[src/rtl/barker_pkg.sv]
package barker_pkg;

  localparam int unsigned SEQ_LEN = 11;
  // bit k = sign of chip position k (1 means +1)
  localparam logic [SEQ_LEN-1:0] SEQ_SIGNS = 11'b000_1110_1101;

  typedef logic [1:0] phase_t;
  typedef logic signed [1:0] chip_t;

  typedef struct packed {
    chip_t i;
    chip_t q;
  } iq_t;

  // quarter-turn step selected by one symbol's data
  function automatic phase_t phase_step(input logic dual, input logic b_early,
                                        input logic b_late);
    phase_t st;
    if (dual) begin
      case ({b_early, b_late})
        2'b00:   st = 2'd0;
        2'b01:   st = 2'd1;
        2'b11:   st = 2'd2;
        default: st = 2'd3;
      endcase
    end else begin
      st = b_early ? 2'd0 : 2'd2;
    end
    return st;
  endfunction

  function automatic chip_t polar(input logic positive);
    return positive ? 2'sb01 : 2'sb11;
  endfunction

  // rotate the pair (s, s) by p quarter turns
  function automatic iq_t rotate(input phase_t p, input logic positive);
    iq_t r;
    logic flip_i, flip_q;
    flip_i = (p == 2'd1) || (p == 2'd2);
    flip_q = p[1];
    r.i = polar(positive ^ flip_i);
    r.q = polar(positive ^ flip_q);
    return r;
  endfunction

endpackage

[src/rtl/barker_chip_counter.sv]
module barker_chip_counter #(
  parameter int unsigned CHIPS = 11,
  localparam int unsigned IDX_W = $clog2(CHIPS)
) (
  input  logic             clk,
  input  logic             rst_n,
  input  logic             restart,
  input  logic             step,
  output logic [IDX_W-1:0] idx,
  output logic             sym_first,
  output logic             sym_last
);
  localparam logic [IDX_W-1:0] LAST_IDX = IDX_W'(CHIPS - 1);

  logic [IDX_W-1:0] idx_q;
  logic             take;

  assign take      = step && !restart;
  assign sym_first = take && (idx_q == '0);
  assign sym_last  = take && (idx_q == LAST_IDX);
  assign idx       = idx_q;

  always_ff @(posedge clk) begin
    if (!rst_n || restart) idx_q <= '0;
    else if (take)         idx_q <= (idx_q == LAST_IDX) ? '0 : idx_q + 1'b1;
  end

  p_count_range_r2: assert property (@(posedge clk) disable iff (!rst_n)
    idx_q <= LAST_IDX);

  p_wrap_r2: assert property (@(posedge clk) disable iff (!rst_n)
    sym_last |=> (idx_q == '0));

  p_restart_zero_r9: assert property (@(posedge clk) disable iff (!rst_n)
    restart |=> (idx_q == '0));

endmodule

[src/rtl/barker_phase_tracker.sv]
module barker_phase_tracker
  import barker_pkg::*;
(
  input  logic   clk,
  input  logic   rst_n,
  input  logic   restart,
  input  logic   load,
  input  logic   dual,
  input  logic   b_early,
  input  logic   b_late,
  output phase_t sym_phase
);
  phase_t phase_q;
  phase_t next_phase;

  assign next_phase = phase_q + phase_step(dual, b_early, b_late);
  assign sym_phase  = load ? next_phase : phase_q;

  always_ff @(posedge clk) begin
    if (!rst_n || restart) phase_q <= 2'd0;
    else if (load)         phase_q <= next_phase;
  end

  p_phase_hold_r4: assert property (@(posedge clk) disable iff (!rst_n)
    (!load && !restart) |=> $stable(phase_q));

  p_half_turn_only_r5: assert property (@(posedge clk) disable iff (!rst_n)
    (load && !dual && !restart) |=> (phase_q[0] == $past(phase_q[0])));

  p_restart_phase_r9: assert property (@(posedge clk) disable iff (!rst_n)
    restart |=> (phase_q == 2'd0));

endmodule

[src/rtl/barker_chip_mapper.sv]
module barker_chip_mapper
  import barker_pkg::*;
#(
  parameter int unsigned CHIPS = 11,
  parameter logic [CHIPS-1:0] SIGNS = SEQ_SIGNS,
  localparam int unsigned IDX_W = $clog2(CHIPS)
) (
  input  logic             clk,
  input  logic             rst_n,
  input  logic             emit,
  input  logic [IDX_W-1:0] idx,
  input  phase_t           phase,
  output logic             vld,
  output chip_t            chip_i,
  output chip_t            chip_q
);
  logic sign_now;
  iq_t  rot;

  assign sign_now = SIGNS[idx];
  assign rot      = rotate(phase, sign_now);

  always_ff @(posedge clk) begin
    if (!rst_n) begin
      vld    <= 1'b0;
      chip_i <= '0;
      chip_q <= '0;
    end else begin
      vld    <= emit;
      chip_i <= emit ? rot.i : 2'sb00;
      chip_q <= emit ? rot.q : 2'sb00;
    end
  end

  p_level_r3: assert property (@(posedge clk) disable iff (!rst_n)
    vld |-> ((chip_i == 2'sb01 || chip_i == 2'sb11) &&
             (chip_q == 2'sb01 || chip_q == 2'sb11)));

  p_idle_zero_r3: assert property (@(posedge clk) disable iff (!rst_n)
    !vld |-> (chip_i == 2'sb00 && chip_q == 2'sb00));

endmodule

[src/rtl/barker_spreader.sv]
module barker_spreader
  import barker_pkg::*;
#(
  parameter int unsigned CHIPS = SEQ_LEN,
  parameter logic [CHIPS-1:0] SIGNS = SEQ_SIGNS,
  localparam int unsigned IDX_W = $clog2(CHIPS)
) (
  input  logic              clk,
  input  logic              rst_n,
  input  logic              pkt_start,
  input  logic              chip_en,
  input  logic              rate_sel,
  input  logic              bit_first,
  input  logic              bit_second,
  output logic              bit_req,
  output logic              chip_vld,
  output logic signed [1:0] chip_i,
  output logic signed [1:0] chip_q
);
  logic [IDX_W-1:0] chip_idx;
  logic             sym_first;
  logic             sym_last;
  logic             emit;
  phase_t           sym_phase;
  logic             req_q;

  assign emit = chip_en && !pkt_start;

  barker_chip_counter #(.CHIPS(CHIPS)) u_count (
    .clk      (clk),
    .rst_n    (rst_n),
    .restart  (pkt_start),
    .step     (chip_en),
    .idx      (chip_idx),
    .sym_first(sym_first),
    .sym_last (sym_last)
  );

  barker_phase_tracker u_phase (
    .clk      (clk),
    .rst_n    (rst_n),
    .restart  (pkt_start),
    .load     (sym_first),
    .dual     (rate_sel),
    .b_early  (bit_first),
    .b_late   (bit_second),
    .sym_phase(sym_phase)
  );

  barker_chip_mapper #(.CHIPS(CHIPS), .SIGNS(SIGNS)) u_map (
    .clk   (clk),
    .rst_n (rst_n),
    .emit  (emit),
    .idx   (chip_idx),
    .phase (sym_phase),
    .vld   (chip_vld),
    .chip_i(chip_i),
    .chip_q(chip_q)
  );

  always_ff @(posedge clk) begin
    if (!rst_n) req_q <= 1'b0;
    else        req_q <= pkt_start || sym_last;
  end
  assign bit_req = req_q;

  p_strobe_to_vld_r3: assert property (@(posedge clk) disable iff (!rst_n)
    (chip_en && !pkt_start) |=> chip_vld);

  p_restart_no_chip_r9: assert property (@(posedge clk) disable iff (!rst_n)
    pkt_start |=> !chip_vld);

  p_req_after_last_r8: assert property (@(posedge clk) disable iff (!rst_n)
    sym_last |=> bit_req);

  p_req_single_r8: assert property (@(posedge clk) disable iff (!rst_n)
    (bit_req && !pkt_start && !sym_last) |=> !bit_req);

endmodule

[config.mk]
export PLATFORM = sky130hd
export DESIGN_NAME = barker_spreader
export DESIGN_NICKNAME = d
export VERILOG_FILES = /design/src/rtl/barker_pkg.sv /design/src/rtl/barker_chip_counter.sv /design/src/rtl/barker_phase_tracker.sv /design/src/rtl/barker_chip_mapper.sv /design/src/rtl/barker_spreader.sv
export SDC_FILE = /design/constraint.sdc
export NUM_CORES = 1
export LEC_CHECK = 0
export ABC_AREA = 1
export BUFFER_PORTS_ARGS = -buffer_cell sky130_fd_sc_hd__buf_2
export CAP_MARGIN = 20
export CORE_MARGIN = 2
export CORE_UTILIZATION = 51
export DETAILED_ROUTE_END_ITERATION = 16
export PLACE_DENSITY_LB_ADDON = 0.2
export SLEW_MARGIN = 20
export SYNTH_ARGS = -nofsm -noshare
export SYNTH_HDL_FRONTEND = slang
export SYNTH_HIERARCHICAL = 1
export SYNTH_SLANG_ARGS = --single-unit
[constraint.sdc]
create_clock -name clk -period 1.7 [get_ports clk]
set_input_delay 0.255 -clock clk [delete_from_list [all_inputs] [get_ports clk]]
set_output_delay 0.255 -clock clk [all_outputs]
set_load 0.005 [all_outputs]
==> out/results.ini, run 1 <==
[setup_path]
cp.required_ps = 1870
critPathLaunchType = register
path_max_fanout = 4
critical_path.reg2reg.startpoint = u_count/idx[2]
cp-end-kind = register
reg2reg_depth = 10
crit_arrival_ps = 1710
crit_type = reg2reg
reg2reg_to = u_map/chip_i[1]
rrSetupSlack_ps = 160

[detailed_routing]
drc_errors = 0
ant_nets = 0
detail_route.vias_per_cell = 4.61
wl_um = 1180
avgRoutedWirePerCell_um = 8.63
drt_iter0_markers = 6
first_pass_iters = 4
vias = 632

[floorplan]
die_w_um = 40.5
core-area_um2 = 1270
initial_core_util_pct = 53.6
die_y_um = 40.5
dieArea_um2 = 1640
io_pins = 13
rows = 13

[sta]
timing.final.crit_share_pct = 90.6
rsz0062_at_grt = false
worst_pin_slew_ps = 222
relSlewSlack_pct = 85.2
setup_violations = 0
clock.fmax_mhz = 649
clock_skew_ps = 4.15
slew_violations = 0
min_period_ps = 1540
hold_viol = 0

[grt]
grtUsageMet3_pct = 5.00
gr-max-usage-layer = met2
grt_antenna_before_repair = 0
met2_usage_pct = 26.6
grt_pass1_wl_um = 1680
grt.total_usage_pct = 16.4
grt_pass1_vias = 456
grt_overflow = 0
grt_use_met1_pct = 17.7
grt_max_degree = 9

[cts]
tritoncts = yes
holdBufCountCts = 0
worstSkewPairLatency_ps = 270
cts_root_buffer = clkbuf_4
cts_made_buffers = 3
cts_buffer_depth = 2
cts.sinks = 11
path_clk_slew_ps = 70
htree_levels = 1

[pwr]
p_leak_nw = 0.442
p_int_uw = 393
p_sw_uw = 144
seq_power_share_pct = 49.8
powerDensity_nw_per_um2 = 659
p_clk_share_pct = 33.9
total_power_uw = 536
ir_drop_mv = 0.445
swShare_pct = 26.8
power_frac_comb_pct = 16.3

[layout]
diodes = 0
synthToLayoutAreaGrowth_pct = 19.7
drive_above_1_share_pct = 30.3
final_nets = 133
finish.utilization_pct = 64.2

[run]
maxCapViolCount = 0

[logic_synthesis]
synth.avg_cell_area_um2 = 6.67
yosys.area.top_type = dfxtp_1
ys_warn_count = 6
ys_ff_latch = 11
synth_top_area_share_pct = 32.4
syn_area_um2 = 681
ys_types = 18
synthTopCellsByArea = dfxtp_1, inv_1, nand2_1, nor2_1, ha_1
synth_nets = 112
seq_area_frac_synth_pct = 32.4
synthCells = 102

[placed_design]
hpwl_um = 928
finalWeightedCongestion = 0.820
port_buffers = 12

[status]
status = finished clean

[worst_hold_path]
hold_end = bit_req
hold_class = in2reg
holdPathStages = 3
hp-start = rst_n

[power groups by stage]
stage	sequential [mW]	clock [mW]	combinational, mW
detailed placement	0.273	0	0.0869
global placement	0.273	0	0.0837
global route	0.268	0.200	0.0992
finish	0.267	0.182	0.0875
CTS	0.267	0.189	0.0876
floorplan	0.274	0	0.0549
[critical path: stages, from the launching register on]
cell and delay [ps]:
dfxtp_1 310, nor2_1 150, nand3_1 110, nor2_2 210
nand3_2 110, nand2_2 80, nand2_1 80, xor2_1 230
nand2_1 80, nand2_1 60, nor2_1 30
[kinds of logic after synthesis]
| kind of cell | count (synthesis) | share of synthesized area [%] |
|---|---|---|
| AO/OA/AOI/OAI | 5 | 5.52 |
| XOR/XNOR | 2 | 2.57 |
| adder cells (fa/ha/maj) | 3 | 5.52 |
| buffers and inverters | 24 | 14.9 |
| flip-flops | 11 | 32.4 |
| AND/OR/NAND/NOR | 57 | 39.2 |
[sequential cells by signal, indices dropped and copies added, names as in the netlist]
register and flops:
bit_req 1, u_map/chip_q 1, u_map/vld 1, u_count/idx 4
u_phase/phase_q 2, u_map/chip_i 2
[area by class of cell]
cell class / instances / area (µm²)
inverters: 22 / 82.6
flip-flops and latches: 11 / 220
repair buffers: 18 / 105
clock buffers: 4 / 26.3
multi-input cells: 67 / 362
fillers: 119 / 454
well taps: 15 / 18.8
[timing repair]
action / in CTS / in global routing
endpoints found under the setup margin: 0 / 1
gates resized for setup: 0 / 1
setup buffers: 0 / 0
[worst max path at each step]
stage	from	slack (ps)	cells after the start	endpoint
after floorplan	bit_second	120	13	u_map/chip_i[1]
after global placement	bit_first	-40	13	u_map/chip_i[1]
after detailed placement	bit_first	-110	13	u_map/chip_i[1]
after CTS	u_count/idx[2]	70	9	u_map/chip_i[1]
after global routing	u_count/idx[2]	20	10	u_map/chip_i[1]
final	u_count/idx[2]	160	10	u_map/chip_i[1]
[synthesized netlist by cell type]
library cell and instances:
xor2_1 2, nor2_1 20, nand2_1 21, o21ai_1 2, o21a_1 1, buf_4 1, inv_2 1, dfxtp_1 11
nand3_2 3, o21bai_2 1, nand4_2 1, a21oi_2 1, buf_6 1, ha_1 3, nor2_2 3, nand3_1 4
inv_1 21, nand2_2 5
[stage by stage]
step                setup TNS (ps)  hold slack [ps]  setup slack (ps)  cell area, µm²  instances
floorplan                        0              367               121             681        102
global placement             -37.0              468             -37.0             786        133
detailed placement            -114              484              -114             786        133
CTS                              0              215              71.7             812        137
global route                     0              227              23.7             815        137
finish                           0              228               159             815        137
[metal layers]
layer | wire length [µm] | vias to the layer above | part of all wire [%]
li1 | - | 339 | -
met1 | 527 | 269 | 45
met2 | 563 | 20 | 48
met3 | 67 | 4 | 5.7
met4 | 24 | 0 | 2.0
met5 | 0 | - | 0
[layout by cell type (no fill, tap or decap)]
| master | synthesis | layout |
|---|---|---|
| o21bai_2 | 1 | 1 |
| nor2_2 | 3 | 4 |
| inv_1 | 21 | 21 |
| o21ai_1 | 2 | 2 |
| nand2_1 | 21 | 21 |
| nand3_1 | 4 | 4 |
| nand2_2 | 5 | 5 |
| nor2_1 | 20 | 19 |
| xor2_1 | 2 | 2 |
| ha_1 | 3 | 3 |
| dfxtp_1 | 11 | 11 |
| o21a_1 | 1 | 1 |
| clkbuf_1 | 0 | 1 |
| nand3_2 | 3 | 3 |
| buf_4 | 1 | 6 |
| a21oi_2 | 1 | 1 |
| inv_2 | 1 | 1 |
| clkbuf_4 | 0 | 3 |
| buf_2 | 0 | 12 |
| nand4_2 | 1 | 1 |
No activity file was read; power rests on OpenSTA's default activity.
==> run 2: changes to the inputs <==
- PLACE_DENSITY: unset -> 0.75
- PLACE_DENSITY_LB_ADDON: 0.2 -> unset
==> run 2 against run 1 <==
Compared with the run above:
- register-to-register slack improved by 20 ps
- clock skew is 2.3 ps lower
- critical path depth grew 3
- cell count stayed put
- sequential power hardly changed
- via count is 4.0% lower
- total power is 0.30% lower
- routed wire length about the same
- clock power about the same
- highest routed layer unchanged
- maximum frequency rose by 0.50%
==> out/results.ini, run 2 (same netlist as run 1, synthesis figures left out) <==
[layout]
fin_area_um2 = 820
regArea_um2 = 220
diodes = 0
final_nets = 133
layout_common_cells = inv_1, nand2_1, nor2_1
finish.utilization_pct = 64.6
fillers = 122
synthToLayoutAreaGrowth_pct = 20.4
largest_reg_flops = 4
drive_above_1_share_pct = 30.3
multiInputGateArea_um2 = 367

[floorplan]
dieArea_um2 = 1640
rows = 13
die_w_um = 40.5
initial_core_util_pct = 53.6
core-area_um2 = 1270
die_y_um = 40.5
io_pins = 13

[cts]
cts-resized-gates = 0
cts.sinks = 11
tritoncts = yes
htree_levels = 1
cts_root_buffer = clkbuf_4
cts_buffer_depth = 2
path_clk_slew_ps = 70
worstSkewPairLatency_ps = 270
holdBufCountCts = 0
post_cts_buffers = 0
cts_made_buffers = 3

[pwr]
ir_drop_mv = 0.544
p_leak_nw = 0.443
total_power_uw = 535
p_sw_uw = 141
power_frac_comb_pct = 16.7
powerDensity_nw_per_um2 = 653
seq_power_share_pct = 49.9
p_clk_share_pct = 33.4
swShare_pct = 26.4
p_int_uw = 393

[run]
maxCapViolCount = 0

[setup_path]
critPathLaunchType = primary input
rrSetupSlack_ps = 180
path_max_fanout = 2
cp_common_cell = nand2_1
crit_arrival_ps = 1700
critical_path.reg2reg.startpoint = u_count/idx[2]
cp_cell_sequence = buf_2, ha_1, nor2_1, ha_1, inv_1, nand2_2, nand3_2, nand2_2, nand2_1, xor2_1, nand2_1, nand2_1, nor2_1
slowest_delay_ps = 280
reg2reg_to = u_map/chip_i[1]
worstSetupStartpoint = bit_first
cp-endpoint = u_map/chip_i[1]
cp.required_ps = 1870
cp-end-kind = register
crit_slowest_cell = ha_1
crit_type = in2reg
reg2reg_depth = 9

[sta]
slew_violations = 0
clock.fmax_mhz = 652
min_period_ps = 1530
setup_violations = 0
worst_pin_slew_ps = 188
relSlewSlack_pct = 87.4
clock_skew_ps = 1.86
tns_ps = 0
timing.final.crit_share_pct = 90.2
hold_viol = 0

[placed_design]
placed_area_um2 = 786
finalWeightedCongestion = 0.793
hpwl_um = 944
port_buffers = 12

[detailed_routing]
ant_nets = 0
detail_route.vias_per_cell = 4.43
drt_iter0_markers = 9
avgRoutedWirePerCell_um = 8.62
drc_errors = 0
wl_um = 1180
vias = 607
first_pass_iters = 4

[worst_hold_path]
hp-start = rst_n
hold_class = in2reg

[grt]
grt_overflow = 0
grt.total_usage_pct = 17.5
grt_max_degree = 9
grt_pass1_wl_um = 1820
grt_antenna_before_repair = 0
grt_pass1_vias = 468

[status]
status = finished clean

==> run 2: cell counts in the layout (fill, tap and decap cells not counted) <==
No cell type changed its count.
==> run 2: stage by stage <==
stage,setup slack [ps],std cells,hold slack (ps)
detailed placement,-110,133,474
global placement,-49.3,133,464
CTS,46.7,137,227
floorplan,121,102,367
global route,-7.67,137,222
finish,167,137,231
==> run 2: how the worst min path moves through the flow <==
stage	endpoint	depth (start not counted)
final	bit_req	3
after floorplan	bit_req	2
after global placement	u_phase/phase_q[1]	2
after global routing	bit_req	3
after CTS	bit_req	3
after detailed placement	u_phase/phase_q[1]	2
==> run 2: critical path, delay by kind of cell <==
family                     cells  cell delay [ps]
xor gates and xnor gates       1              210
adders and majority gates      2              470
and+or+nand+nor                8              590
buffers and inverters          2              170
==> run 2: final cells by class <==
| class | count | share of cell area [%] |
|---|---|---|
| inverter | 22 | 10.1 |
| timing repair buffer | 18 | 12.8 |
| sequential | 11 | 26.9 |
| clock buffer | 4 | 3.21 |
| tap | 15 | 2.29 |
| multi-input combinational | 67 | 44.7 |
==> run 2: layer usage <==
metal / vias to the layer above / GRT usage [%] / wire length, µm
li1: 342 / - / -
met1: 254 / 19.9 / 568
met2: 9 / 27.8 / 563
met3: 2 / 5.00 / 36
met4: 0 / 12.5 / 12
met5: - / 0 / 0
==> run 2: power groups by stage <==
stage | clock [mW] | combinational (mW) | sequential, mW
finish | 0.179 | 0.0893 | 0.267
global route | 0.198 | 0.101 | 0.268
CTS | 0.183 | 0.0876 | 0.267
detailed placement | 0 | 0.0868 | 0.273
global placement | 0 | 0.0837 | 0.273
floorplan | 0 | 0.0549 | 0.274
